[src/rtl/flagu_pkg.sv]
package flagu_pkg;

    typedef enum logic [1:0] {
        OPC_ADD   = 2'd0,
        OPC_SUB   = 2'd1,
        OPC_LOGIC = 2'd2,
        OPC_SHIFT = 2'd3
    } op_class_t;

    localparam int POS_CF   = 0;
    localparam int POS_PF   = 2;
    localparam int POS_AF   = 4;
    localparam int POS_ZF   = 6;
    localparam int POS_SF   = 7;
    localparam int POS_TF   = 8;
    localparam int POS_IE   = 9;
    localparam int POS_DF   = 10;
    localparam int POS_OF   = 11;
    localparam int STATUS_W = 16;

endpackage

[src/rtl/flagu_width_view.sv]
module flagu_width_view #(
    parameter int DATA_W = 32
) (
    input  logic [1:0]        width_sel,
    input  logic [DATA_W-1:0] a_in,
    input  logic [DATA_W-1:0] b_in,
    input  logic [DATA_W-1:0] r_in,
    output logic [DATA_W-1:0] a_m,
    output logic [DATA_W-1:0] b_m,
    output logic [DATA_W-1:0] r_m,
    output logic              sign_a,
    output logic              sign_b,
    output logic              sign_r
);
    localparam int MSB8  = 7;
    localparam int MSB16 = 15;
    localparam int MSBW  = DATA_W - 1;

    logic [DATA_W-1:0] mask;

    always_comb begin
        unique case (width_sel)
            2'd0:    mask = DATA_W'({8{1'b1}});
            2'd1:    mask = DATA_W'({16{1'b1}});
            default: mask = {DATA_W{1'b1}};
        endcase
        a_m = a_in & mask;
        b_m = b_in & mask;
        r_m = r_in & mask;
        unique case (width_sel)
            2'd0: begin
                sign_a = a_in[MSB8];
                sign_b = b_in[MSB8];
                sign_r = r_in[MSB8];
            end
            2'd1: begin
                sign_a = a_in[MSB16];
                sign_b = b_in[MSB16];
                sign_r = r_in[MSB16];
            end
            default: begin
                sign_a = a_in[MSBW];
                sign_b = b_in[MSBW];
                sign_r = r_in[MSBW];
            end
        endcase
    end
endmodule

[src/rtl/flagu_parity.sv]
module flagu_parity #(
    parameter int DATA_W = 32
) (
    input  logic [DATA_W-1:0] value,
    output logic              odd
);
    logic [DATA_W:0] chain;
    assign chain[0] = 1'b0;

    genvar gi;
    generate
        for (gi = 0; gi < DATA_W; gi++) begin : g_xor
            assign chain[gi+1] = chain[gi] ^ value[gi];
        end
    endgenerate

    assign odd = chain[DATA_W];
endmodule

[src/rtl/flagu_arith_eval.sv]
module flagu_arith_eval
    import flagu_pkg::*;
#(
    parameter int DATA_W = 32
) (
    input  op_class_t         op_cls,
    input  logic [DATA_W-1:0] a_m,
    input  logic [DATA_W-1:0] b_m,
    input  logic [DATA_W-1:0] r_m,
    input  logic              sign_a,
    input  logic              sign_b,
    input  logic              sign_r,
    input  logic              carry_in,
    output logic              cf_new,
    output logic              of_new,
    output logic              af_new,
    output logic              of_upd,
    output logic              af_upd
);
    localparam int HALF_BIT = 4;

    logic [DATA_W-1:0] sum_xor;
    assign sum_xor = a_m ^ b_m ^ r_m;

    always_comb begin
        cf_new = 1'b0;
        of_new = 1'b0;
        af_new = sum_xor[HALF_BIT];
        of_upd = 1'b1;
        af_upd = 1'b1;
        unique case (op_cls)
            OPC_ADD: begin
                cf_new = carry_in;
                of_new = (sign_a == sign_b) && (sign_r != sign_a);
            end
            OPC_SUB: begin
                cf_new = (a_m < b_m);
                of_new = (sign_a != sign_b) && (sign_r != sign_a);
            end
            OPC_LOGIC: begin
                af_upd = 1'b0;
            end
            OPC_SHIFT: begin
                cf_new = carry_in;
                of_upd = 1'b0;
                af_upd = 1'b0;
            end
        endcase
    end
endmodule

[src/rtl/alu_status_flags.sv]
module alu_status_flags
    import flagu_pkg::*;
#(
    parameter int DATA_W = 32
) (
    input  logic        clk,
    input  logic        rst_n,
    input  logic        op_valid,
    input  logic [1:0]  op_class,
    input  logic [1:0]  op_width,
    input  logic [31:0] opnd_a,
    input  logic [31:0] opnd_b,
    input  logic [31:0] alu_result,
    input  logic        carry_out,
    input  logic        dir_set,
    input  logic        dir_clr,
    input  logic        ie_set,
    input  logic        ie_clr,
    input  logic        trap_set,
    input  logic        trap_clr,
    output logic [15:0] status_word
);
    logic [DATA_W-1:0] a_m, b_m, r_m;
    logic              sign_a, sign_b, sign_r;
    logic              par_odd;
    logic              cf_new, of_new, af_new, of_upd, af_upd;
    op_class_t         op_cls;

    logic cf_q, pf_q, af_q, zf_q, sf_q, of_q;
    logic tf_q, ie_q, df_q;

    assign op_cls = op_class_t'(op_class);

    flagu_width_view #(.DATA_W(DATA_W)) u_view (
        .width_sel (op_width),
        .a_in      (opnd_a),
        .b_in      (opnd_b),
        .r_in      (alu_result),
        .a_m       (a_m),
        .b_m       (b_m),
        .r_m       (r_m),
        .sign_a    (sign_a),
        .sign_b    (sign_b),
        .sign_r    (sign_r)
    );

    flagu_parity #(.DATA_W(DATA_W)) u_par (
        .value (r_m),
        .odd   (par_odd)
    );

    flagu_arith_eval #(.DATA_W(DATA_W)) u_eval (
        .op_cls   (op_cls),
        .a_m      (a_m),
        .b_m      (b_m),
        .r_m      (r_m),
        .sign_a   (sign_a),
        .sign_b   (sign_b),
        .sign_r   (sign_r),
        .carry_in (carry_out),
        .cf_new   (cf_new),
        .of_new   (of_new),
        .af_new   (af_new),
        .of_upd   (of_upd),
        .af_upd   (af_upd)
    );

    // Result-dependent flags
    always_ff @(posedge clk) begin
        if (!rst_n) begin
            cf_q <= 1'b0;
            pf_q <= 1'b0;
            af_q <= 1'b0;
            zf_q <= 1'b0;
            sf_q <= 1'b0;
            of_q <= 1'b0;
        end else if (op_valid) begin
            cf_q <= cf_new;
            pf_q <= par_odd;
            zf_q <= (r_m == '0);
            sf_q <= sign_r;
            if (af_upd) af_q <= af_new;
            if (of_upd) of_q <= of_new;
        end
    end

    // Mode bits: clear has priority over set
    always_ff @(posedge clk) begin
        if (!rst_n) begin
            tf_q <= 1'b0;
            ie_q <= 1'b0;
            df_q <= 1'b0;
        end else begin
            if (trap_clr)     tf_q <= 1'b0;
            else if (trap_set) tf_q <= 1'b1;
            if (ie_clr)       ie_q <= 1'b0;
            else if (ie_set)  ie_q <= 1'b1;
            if (dir_clr)      df_q <= 1'b0;
            else if (dir_set) df_q <= 1'b1;
        end
    end

    always_comb begin
        status_word         = '0;
        status_word[POS_CF] = cf_q;
        status_word[POS_PF] = pf_q;
        status_word[POS_AF] = af_q;
        status_word[POS_ZF] = zf_q;
        status_word[POS_SF] = sf_q;
        status_word[POS_TF] = tf_q;
        status_word[POS_IE] = ie_q;
        status_word[POS_DF] = df_q;
        status_word[POS_OF] = of_q;
    end

    assert_reserved_zero_R2: assert property (@(posedge clk) disable iff (!rst_n)
        (status_word & 16'hF02A) == 16'h0000);

    assert_zero_flag_R3: assert property (@(posedge clk) disable iff (!rst_n)
        op_valid |=> (status_word[POS_ZF] == ($past(r_m) == '0)));

    assert_logic_clears_R9: assert property (@(posedge clk) disable iff (!rst_n)
        (op_valid && op_cls == OPC_LOGIC) |=> (!status_word[POS_CF] && !status_word[POS_OF]));

    assert_logic_keeps_af_R9: assert property (@(posedge clk) disable iff (!rst_n)
        (op_valid && op_cls == OPC_LOGIC) |=> $stable(status_word[POS_AF]));

    assert_clear_wins_R10: assert property (@(posedge clk) disable iff (!rst_n)
        (dir_clr || ie_clr || trap_clr) |=>
            ((!$past(dir_clr) || !status_word[POS_DF]) &&
             (!$past(ie_clr) || !status_word[POS_IE]) &&
             (!$past(trap_clr) || !status_word[POS_TF])));

    assert_idle_hold_R11: assert property (@(posedge clk) disable iff (!rst_n)
        !op_valid |=> $stable(status_word[7:0]) && $stable(status_word[POS_OF]));

endmodule

[config.mk]
export PLATFORM = sky130hd
export DESIGN_NAME = alu_status_flags
export DESIGN_NICKNAME = d
export VERILOG_FILES = /design/src/rtl/flagu_pkg.sv /design/src/rtl/flagu_width_view.sv /design/src/rtl/flagu_parity.sv /design/src/rtl/flagu_arith_eval.sv /design/src/rtl/alu_status_flags.sv
export SDC_FILE = /design/constraint.sdc
export NUM_CORES = 1
export LEC_CHECK = 0
export BUFFER_PORTS_ARGS = -buffer_cell sky130_fd_sc_hd__buf_4
export CAP_MARGIN = 20
export CELL_PAD_IN_SITES_DETAIL_PLACEMENT = 1
export CELL_PAD_IN_SITES_GLOBAL_PLACEMENT = 1
export CORE_MARGIN = 3
export CORE_UTILIZATION = 32
export DETAILED_ROUTE_END_ITERATION = 10
export HOLD_SLACK_MARGIN = 0.08
export PLACE_DENSITY_LB_ADDON = 0.1
export SYNTH_ARGS = -nofsm -noshare
export SYNTH_HDL_FRONTEND = slang
export SYNTH_SLANG_ARGS = --single-unit
[constraint.sdc]
create_clock -name clk -period 3.96 [get_ports clk]
set_input_delay 0.396 -clock clk [delete_from_list [all_inputs] [get_ports clk]]
set_output_delay 0.396 -clock clk [all_outputs]
set_load 0.01 [all_outputs]
== Yosys cells after proc, flatten, opt, wreduce, memory -nomap -nowiden ==
Cells that the tools add are included.

* Register bits: 9
* Bits in latches: 0
* Memory bits (writable): 0
* ROM bits: 0
* Bits of input ports: 110
* Output and inout port bits: 16
* Word-level logic and storage cells: 74
* Memories kept: 0

* $add $sub $neg: 0
* $mul: 0
* Div/mod/pow operators: 0
* Magnitude comparators: 1
* Eq/ne operators: 7
* Shift operators: 0
* Multiplexer cells: 6
* Bitwise operators: 39
* Reductions and logical operators: 12

{| class="wikitable"
|+ Operators with widths
! cell !! count
|-
| 32-bit AND || 3
|-
| 32-bit one-hot mux with 2 select lines || 1
|-
| 32-bit zero test || 1
|-
| 32-bit < comparator || 1
|-
| 1-bit XOR || 31
|-
| 1-bit one-hot mux with 2 select lines || 5
|-
| 2-bit OR reduction || 5
|-
| 5-bit XOR || 2
|-
| 2-bit by 1-bit == test with 1-bit output, second input constant || 2
|-
| 2-bit == test, second input constant || 2
|-
| 2-bit zero test || 2
|-
| 2-bit AND reduction || 2
|-
| 1-bit NOT || 3
|-
| 1-bit logical AND || 2
|-
| 1-bit != test || 2
|-
| 1-bit == test || 1
|}

== Longest topological paths before layout ==
Gate-level depths: netlist (run 1).

* Word-level depth: 34
* Mapped depth: 13
* Gate-level depth less buffers: 10

== Modules after synthesis ==
Synthesis (run 1) repeated with hierarchy kept, for this count alone.

* Cells, all modules: 329
* Area, all modules: 2507.4 um2

{| class="wikitable"
|+ By module, submodules not included
! module !! instances !! cells an instance !! area an instance (um2) !! sequential area each (um2)
|-
| flagu_arith_eval || 1 || 128 || 945.9 || 0.0
|-
| flagu_width_view || 1 || 110 || 764.5 || 0.0
|-
| alu_status_flags || 1 || 60 || 525.5 || 180.2
|-
| flagu_parity || 1 || 31 || 271.5 || 0.0
|}

== Worst setup path before layout (run 1) ==
No wires, ideal clock.

* Kind: in2reg
* Start point: in op_width[1]
* End point: reg cf_q
* Setup time: 87 ps
* Arrival time: 2478 ps
* Required time: 3873 ps
* Path slack: 1395 ps
* Cell stages on the path: 12
* Buffers on the path: 3
* Cells stage by stage: buf_2 -> buf_2 -> buf_1 -> nand2_1 -> ha_1 -> a21o_1 -> a21oi_1 -> nor2b_1 -> o21ai_1 -> a31oi_1 -> or4_1 -> o31ai_1

* Cells in the longest elaborated chain, start to end: 5
* Elaborated cells on any way between the ends: 7
* Those cells by class: 1 x order compare; 1 x eq/ne; 2 x mux; 2 x bitwise; 1 x reduce/logical

{| class="wikitable"
|+ Ends and longest elaborated chain
! item !! RTL line !! RTL
|-
| from (decl) || alu_status_flags.sv:10 || <nowiki>input logic [1:0] op_width,</nowiki>
|-
| 2-bit by 1-bit == test with 1-bit output / 2-bit zero test (equally long branches) || flagu_width_view.sv:22 || <nowiki>unique case (width_sel)</nowiki>
|-
| 32-bit one-hot mux with 2 select lines * || flagu_width_view.sv:22 ||
|-
| 32-bit AND, on equally long branches || flagu_width_view.sv:27, flagu_width_view.sv:28 ||
|-
| 32-bit < comparator * || flagu_arith_eval.sv:37 || <nowiki>cf_new = (a_m < b_m);</nowiki>
|-
| 1-bit one-hot mux with 2 select lines * || flagu_arith_eval.sv:31 || <nowiki>unique case (op_cls)</nowiki>
|-
| to (signal assigned) || alu_status_flags.sv:78 || <nowiki>cf_q <= cf_new;</nowiki>
|-
| to (decl) || alu_status_flags.sv:29 || <nowiki>logic cf_q, pf_q, af_q, zf_q, sf_q, of_q;</nowiki>
|}

Mark *: on every way between the ends. The rest lies on a longest branch, timed or not.
A chain may end at the register's enable or synchronous reset.

== Worst setup path in the final report (run 1) ==
Same ends and word-level chain as after synthesis.

==> flow_summary.yaml, run 1 <==
clock_tree:
  cts_resized: 0
  clock-root-buffer: "clkbuf_8"
  cts_sinks: 9
  clkLatencyLatePin_ns: 0.23
  cts_htree_levels: 1
  clk_path_buf_depth: 2
  cts.hold.buffers_added: 0
  postCtsSetupRepairBufs: 0
  cts_tree: "done"
  clk_pin_slew_ns: 0.05
  cts_buffers: 3
logic_synthesis:
  yosys_warnings: 0
  syn_area_sq_um: 2000
  yosys-top-cells-count: "ha_1, nand2_1, and2_1, xnor2_1, buf_4"
  syn_avg_cell_area_sq_um: 7.49
  synth_top_cell_by_area: "ha_1"
  yosysSeqAreaShare_pct: 9.01
  yosys.area.top_type_share_pct: 22.5
  yosysMostFrequentCell: "ha_1"
  syn_inst: 267
  synth.distinct_cells: 40
  synthFlopType: "dfxtp_1"
  synth-edff-count: 0
  ys_ff_latch: 9
  async_flop_share_pct: 0
  ys_top_cells_by_area: "ha_1, xnor2_1, dfxtp_1"
pwr:
  intPower_mw: 0.354
  clock_power_share_pct: 20.2
  vdd_drop_max_v: 0.000137
  power_switching_mw: 0.179
  cellPowerDensity_nw_per_um2: 184
  swShare_pct: 33.6
  leakage_nw: 1.48
  seq_power_share_pct: 19.2
  power_frac_comb_pct: 60.6
critical_path:
  critPathMaxStageDelay_ns: 0.43
  crit_buf_inv: 1
  r2r-start: "cf_q"
  cp_cell_sequence: "buf_4 -> or2_2 -> and2_1 -> ha_1 -> a21o_1 -> a21o_1 -> a21oi_1 -> o21ai_0 -> a21oi_1 -> nor4_1 -> o31ai_1"
  start_kind: "input pin"
  cp-startpoint: "op_width[1]"
  crit_family: "compound AO/OA/AOI/OAI gates"
  endpoint_kind: "flop"
  slowest_stage: "or2_2"
  arrival_ns: 2.55
  crit_type: "in2reg"
  crit_required_ns: 4.11
  cp_max_fo: 45
detailed_routing:
  routed_wl_microns: 5660
  drtPass1Iterations: 4
  vias_per_cell: 4.86
  wire_per_inst_microns: 12.7
  drc_errors: 0
  antenna_left: 0
  first_iter_violations: 34
  num_vias: 2163
finish:
  fill_cells: 765
  areaGrowthSynthToFinish_pct: 44.5
  drive_above_1_share_pct: 33.2
  stdcell_area_sq_um: 2890
  nNetsFinal: 517
  diodes: 0
  stdcell_count: 445
sta:
  drv_slew: 0
  finalSetupTns_ns: 0
  finalClockSkew_ns: 0
  layout_setup_ws_ns: 1.56
  period_minus_slack_ns: 2.40
  clock.fmax_mhz: 417
  final_hold_viol_count: 0
  setup_violations: 0
  rsz0062_at_grt: "false"
  finalCritPeriodShare_pct: 60.5
place:
  postPlaceCellArea_sq_um: 2850
  hpwl_microns: 5120
  port_buffers: 118
  dpl.cell_count: 441
  gp_congestion: 0.721
  dp_slack_ns: 1.28
run:
  cap_violations: 0
hold_path:
  worstHoldStart: "trap_clr"
  hp-class: "in2reg"
die:
  start_util_pct: 33.4
  die_h_microns: 85.1
  die_width_microns: 85.1
  coreArea_sq_um: 5990
  core.rowCount: 28
  io_pins: 126
  dieArea_sq_um: 7240
global_routing:
  grt.total_usage_pct: 15.4
  grt_pass1_vias: 2247
  overflow: 0
  antenna_found_initial: 0
  grt_pass1_wl_microns: 9410
  grt_max_degree: 46
status:
  status: "finished clean"
power by group through the flow:
| stage | Sequential [mW] | Clock (mW) | Combinational [mW] |
|---|---|---|---|
| finish | 0.102 | 0.108 | 0.323 |
| global route | 0.103 | 0.115 | 0.368 |
| CTS | 0.102 | 0.110 | 0.330 |
| detailed placement | 0.104 | 0 | 0.327 |
| global placement | 0.103 | 0 | 0.320 |
| floorplan | 0.102 | 0 | 0.206 |
per-layer routing:
metal / vias up / global-route usage (%) / share of wire [%]
met3: 4 / 2.91 / 7.6
met5: - / 0 / 0
met1: 981 / 18.5 / 40
met4: 0 / 2.73 / 0.53
met2: 71 / 28.3 / 51
li1: 1107 / - / -
flip-flops by register name (all words and copies together) (netlist names):
register and count:
ie_q 1, zf_q 1, af_q 1, sf_q 1, cf_q 1, of_q 1, tf_q 1, df_q 1
pf_q 1
logic make-up (layout without fill, tap and decap cells):
logic type	after synthesis	after routing	synth area share, %
flip-flops	9	9	9.01
buffers and inverters	38	135	10.3
other	1	7	0.187
multiplexers	6	6	3.00
AND/OR/NAND/NOR	103	103	27.8
XOR/XNOR	29	29	12.7
AO/OA/AOI/OAI	45	45	14.4
adder cells (fa/ha/maj)	36	36	22.5
path summary, 6_finish.rpt:
kind | slack, ns | depth (start not counted) | endpoint
max reg2reg | 2.57 | 4 | cf_q
max | 1.56 | 11 | cf_q
min | 0.32 | 2 | tf_q
min reg2reg | 0.49 | 2 | zf_q
cell type report:
| cell class | count | area, sq um | area share, % |
|---|---|---|---|
| clock buffer | 4 | 45.0 | 1.56 |
| inverter | 13 | 48.8 | 1.69 |
| multi-input combinational | 226 | 1640 | 56.6 |
| sequential | 9 | 180 | 6.23 |
| tap | 75 | 93.8 | 3.25 |
| timing repair buffer | 118 | 886 | 30.6 |
layout by cell type (no fill, tap or decap), types with 8 or more instances in the layout:
master	n
a21o_1	8
ha_1	36
nand2_1	34
inv_1	13
a21oi_1	11
xnor2_1	23
and2_1	24
buf_4	118
o21ai_0	10
dfxtp_1	9
per-stage QoR:
stage          utilization, %  power [mW]  hold WS [ns]
3_5_place_dp             47.5       0.431         0.481
5_1_grt                  48.2       0.587         0.322
2_1_floorplan               -       0.308         0.455
6_report                 48.2       0.532         0.320
3_3_place_gp             47.5       0.424         0.475
4_1_cts                  48.2       0.542         0.318
(Power assumes the default switching activity.)
==> run 2, diff against run 1 <==
ABC_AREA = 1   (was default)
CORE_UTILIZATION = 26   (was 32)
clock period = 1.9 ns   (was 3.96 ns; I/O delays follow)
==> flow_summary.yaml, run 2 <==
critical_path:
  r2r-start: "af_q"
  cp_max_fo: 30
  crit_top_cell: "nand2_1"
  reg2reg_depth: 2
  crit_buf_inv: 3
  cp_cell_sequence: "buf_4 -> buf_12 -> nand2_1 -> inv_1 -> ha_1 -> nand2_1 -> nor2_1 -> nand4_1 -> nor4_1 -> nand2_1 -> nand2_1 -> nand2_1 -> nand2_1 -> a21oi_1"
  r2r_slack_ns: 1.23
  start_kind: "input pin"
  endpoint_kind: "flop"
  crit_required_ns: 2.01
  critPathMaxStageDelay_ns: 0.28
  r2r-end: "af_q"
  crit_end: "cf_q"
  crit_family: "simple AND/OR/NAND/NOR gates"
  crit_type: "in2reg"
  cp.depth: 14
  cp-startpoint: "op_width[1]"
  slowest_stage: "ha_1"
  arrival_ns: 1.71
sta:
  final_hold_viol_count: 0
  finalCritPeriodShare_pct: 84.2
  finalClockSkew_ns: 0
  clock.fmax_mhz: 625
  whs_ns: 0.115
  period_minus_slack_ns: 1.60
  slew_headroom_pct: 66.9
  setup_violations: 0
  drv_slew: 0
  rsz0062_at_grt: "false"
  tightest_slew_ns: 0.490
  finalSetupTns_ns: 0
clock_tree:
  cts.hold.buffers_added: 0
  clkLatencyLatePin_ns: 0.23
  clk_pin_slew_ns: 0.05
  clock-root-buffer: "clkbuf_8"
  cts_buffers: 3
  cts_resized: 0
  cts_sinks: 9
  postCtsSetupRepairBufs: 0
  cts_htree_levels: 1
  clk_path_buf_depth: 2
  cts_tree: "done"
place:
  postPlaceCellArea_sq_um: 3250
  hpwl_microns: 6690
  port_buffers: 118
  gp_congestion: 0.750
die:
  dieArea_sq_um: 10100
  io_pins: 126
  core.rowCount: 33
  coreArea_sq_um: 8460
  die_width_microns: 101
  die_h_microns: 101
  start_util_pct: 27.6
global_routing:
  grt.total_usage_pct: 14.1
  grt_pass1_wl_microns: 12000
  grt_max_degree: 31
  overflow: 0
  grt_pass1_vias: 2837
  antenna_found_initial: 0
logic_synthesis:
  ys_ff_latch: 9
  yosysMostFrequentCell: "nand2_1"
  syn_inst: 418
  yosysSeqAreaShare_pct: 7.73
  yosys_warnings: 0
  syn_avg_cell_area_sq_um: 5.58
  ys_top_cells_by_area: "nand2_1, ha_1, inv_1"
  async_flop_share_pct: 0
  synthFlopType: "dfxtp_1"
  yosys.area.top_type_share_pct: 25.1
  yosys-top-cells-count: "nand2_1, inv_1, ha_1, nor2_1, a21oi_1"
  synth.distinct_cells: 33
  syn_area_sq_um: 2330
  synth_top_cell_by_area: "nand2_1"
  synth-edff-count: 0
hold_path:
  hp-class: "in2reg"
  min_path_cells: 2
finish:
  layout_common_cells: "nand2_1, buf_4, inv_1"
  stdcell_area_sq_um: 3300
  diodes: 0
  final_util_pct: 39.0
  drive_above_1_share_pct: 27.3
  nNetsFinal: 675
  areaGrowthSynthToFinish_pct: 41.4
  mostFrequentLayoutCell: "nand2_1"
detailed_routing:
  drc_errors: 0
  first_iter_violations: 39
  antenna_left: 0
  vias_per_cell: 4.43
  wire_per_inst_microns: 11.4
  drtPass1Iterations: 4
  routed_wl_microns: 7220
  num_vias: 2805
pwr:
  cellPowerDensity_nw_per_um2: 340
  power.total_mw: 1.12
  vdd_drop_max_v: 0.000139
  leakage_nw: 2.10
run:
  cap_violations: 0
status:
  status: "finished clean"
run 2: changes by cell type after synthesis, sizes merged, moves of 5 or more:
cell	change
nand2	+129
a21o	-8
and2	-24
mux2i	-6
nand3	+20
nor2	+17
xnor2	-22
inv	+67
a21oi	+12
nor2b	-7
nand2b	-5
run 2: how the worst min path moves through the flow:
stage | to | startpoint | slack (ns)
2_1_floorplan | df_q | dir_clr | 0.27
3_3_place_gp | df_q | dir_clr | 0.35
3_5_place_dp | ie_q | ie_clr | 0.36
4_1_cts | tf_q | trap_clr | 0.11
5_1_grt | df_q | dir_clr | 0.12
6_report | tf_q | trap_clr | 0.12
run 2: worst register-to-register path, stage by stage, from the launching register on:
cell and delay [ns]:
dfxtp_1 0.33, a21oi_1 0.05, a311oi_1 0.20
run 2: power breakdown:
part	leakage (nW)	switching (mW)	internal, mW	total, mW
combinational	2.00	0.355	0.340	0.695
clock	0.0228	0.0745	0.146	0.221
sequential	0.0739	0.00557	0.201	0.207
run 2: through the flow:
stage | setup WS [ns] | std cells
floorplan | 0.0610 | 424
global placement | 0.0887 | 629
detailed placement | 0.0196 | 629
CTS | 0.258 | 633
global route | 0.0688 | 633
finish | 0.299 | 633
run 2: final cells by class:
type | count | area, sq um
clock buffers | 4 | 45.0
fillers | 1188 | 5170
inverters | 80 | 303
multi-input cells | 312 | 1700
flip-flops and latches | 9 | 180
well taps | 105 | 131
repair buffers | 123 | 936
run 2: cells by family after synthesis:
logic type	count (synthesis)	synth area share (%)
simple gates	224	40.8
buf+inv	103	20.3
compound gates	42	10.6
fa+ha+maj	36	19.3
flops	9	7.73
xor+xnor	3	1.13
other cells	1	0.161
run 2: layer usage:
| metal | vias up | global-route usage, % | part of all wire, % |
|---|---|---|---|
| li1 | 1494 | - | - |
| met1 | 1235 | 18.2 | 44 |
| met2 | 72 | 25.4 | 49 |
| met3 | 4 | 1.80 | 6.7 |
| met4 | 0 | 1.87 | 0.26 |
| met5 | - | 0 | 0 |
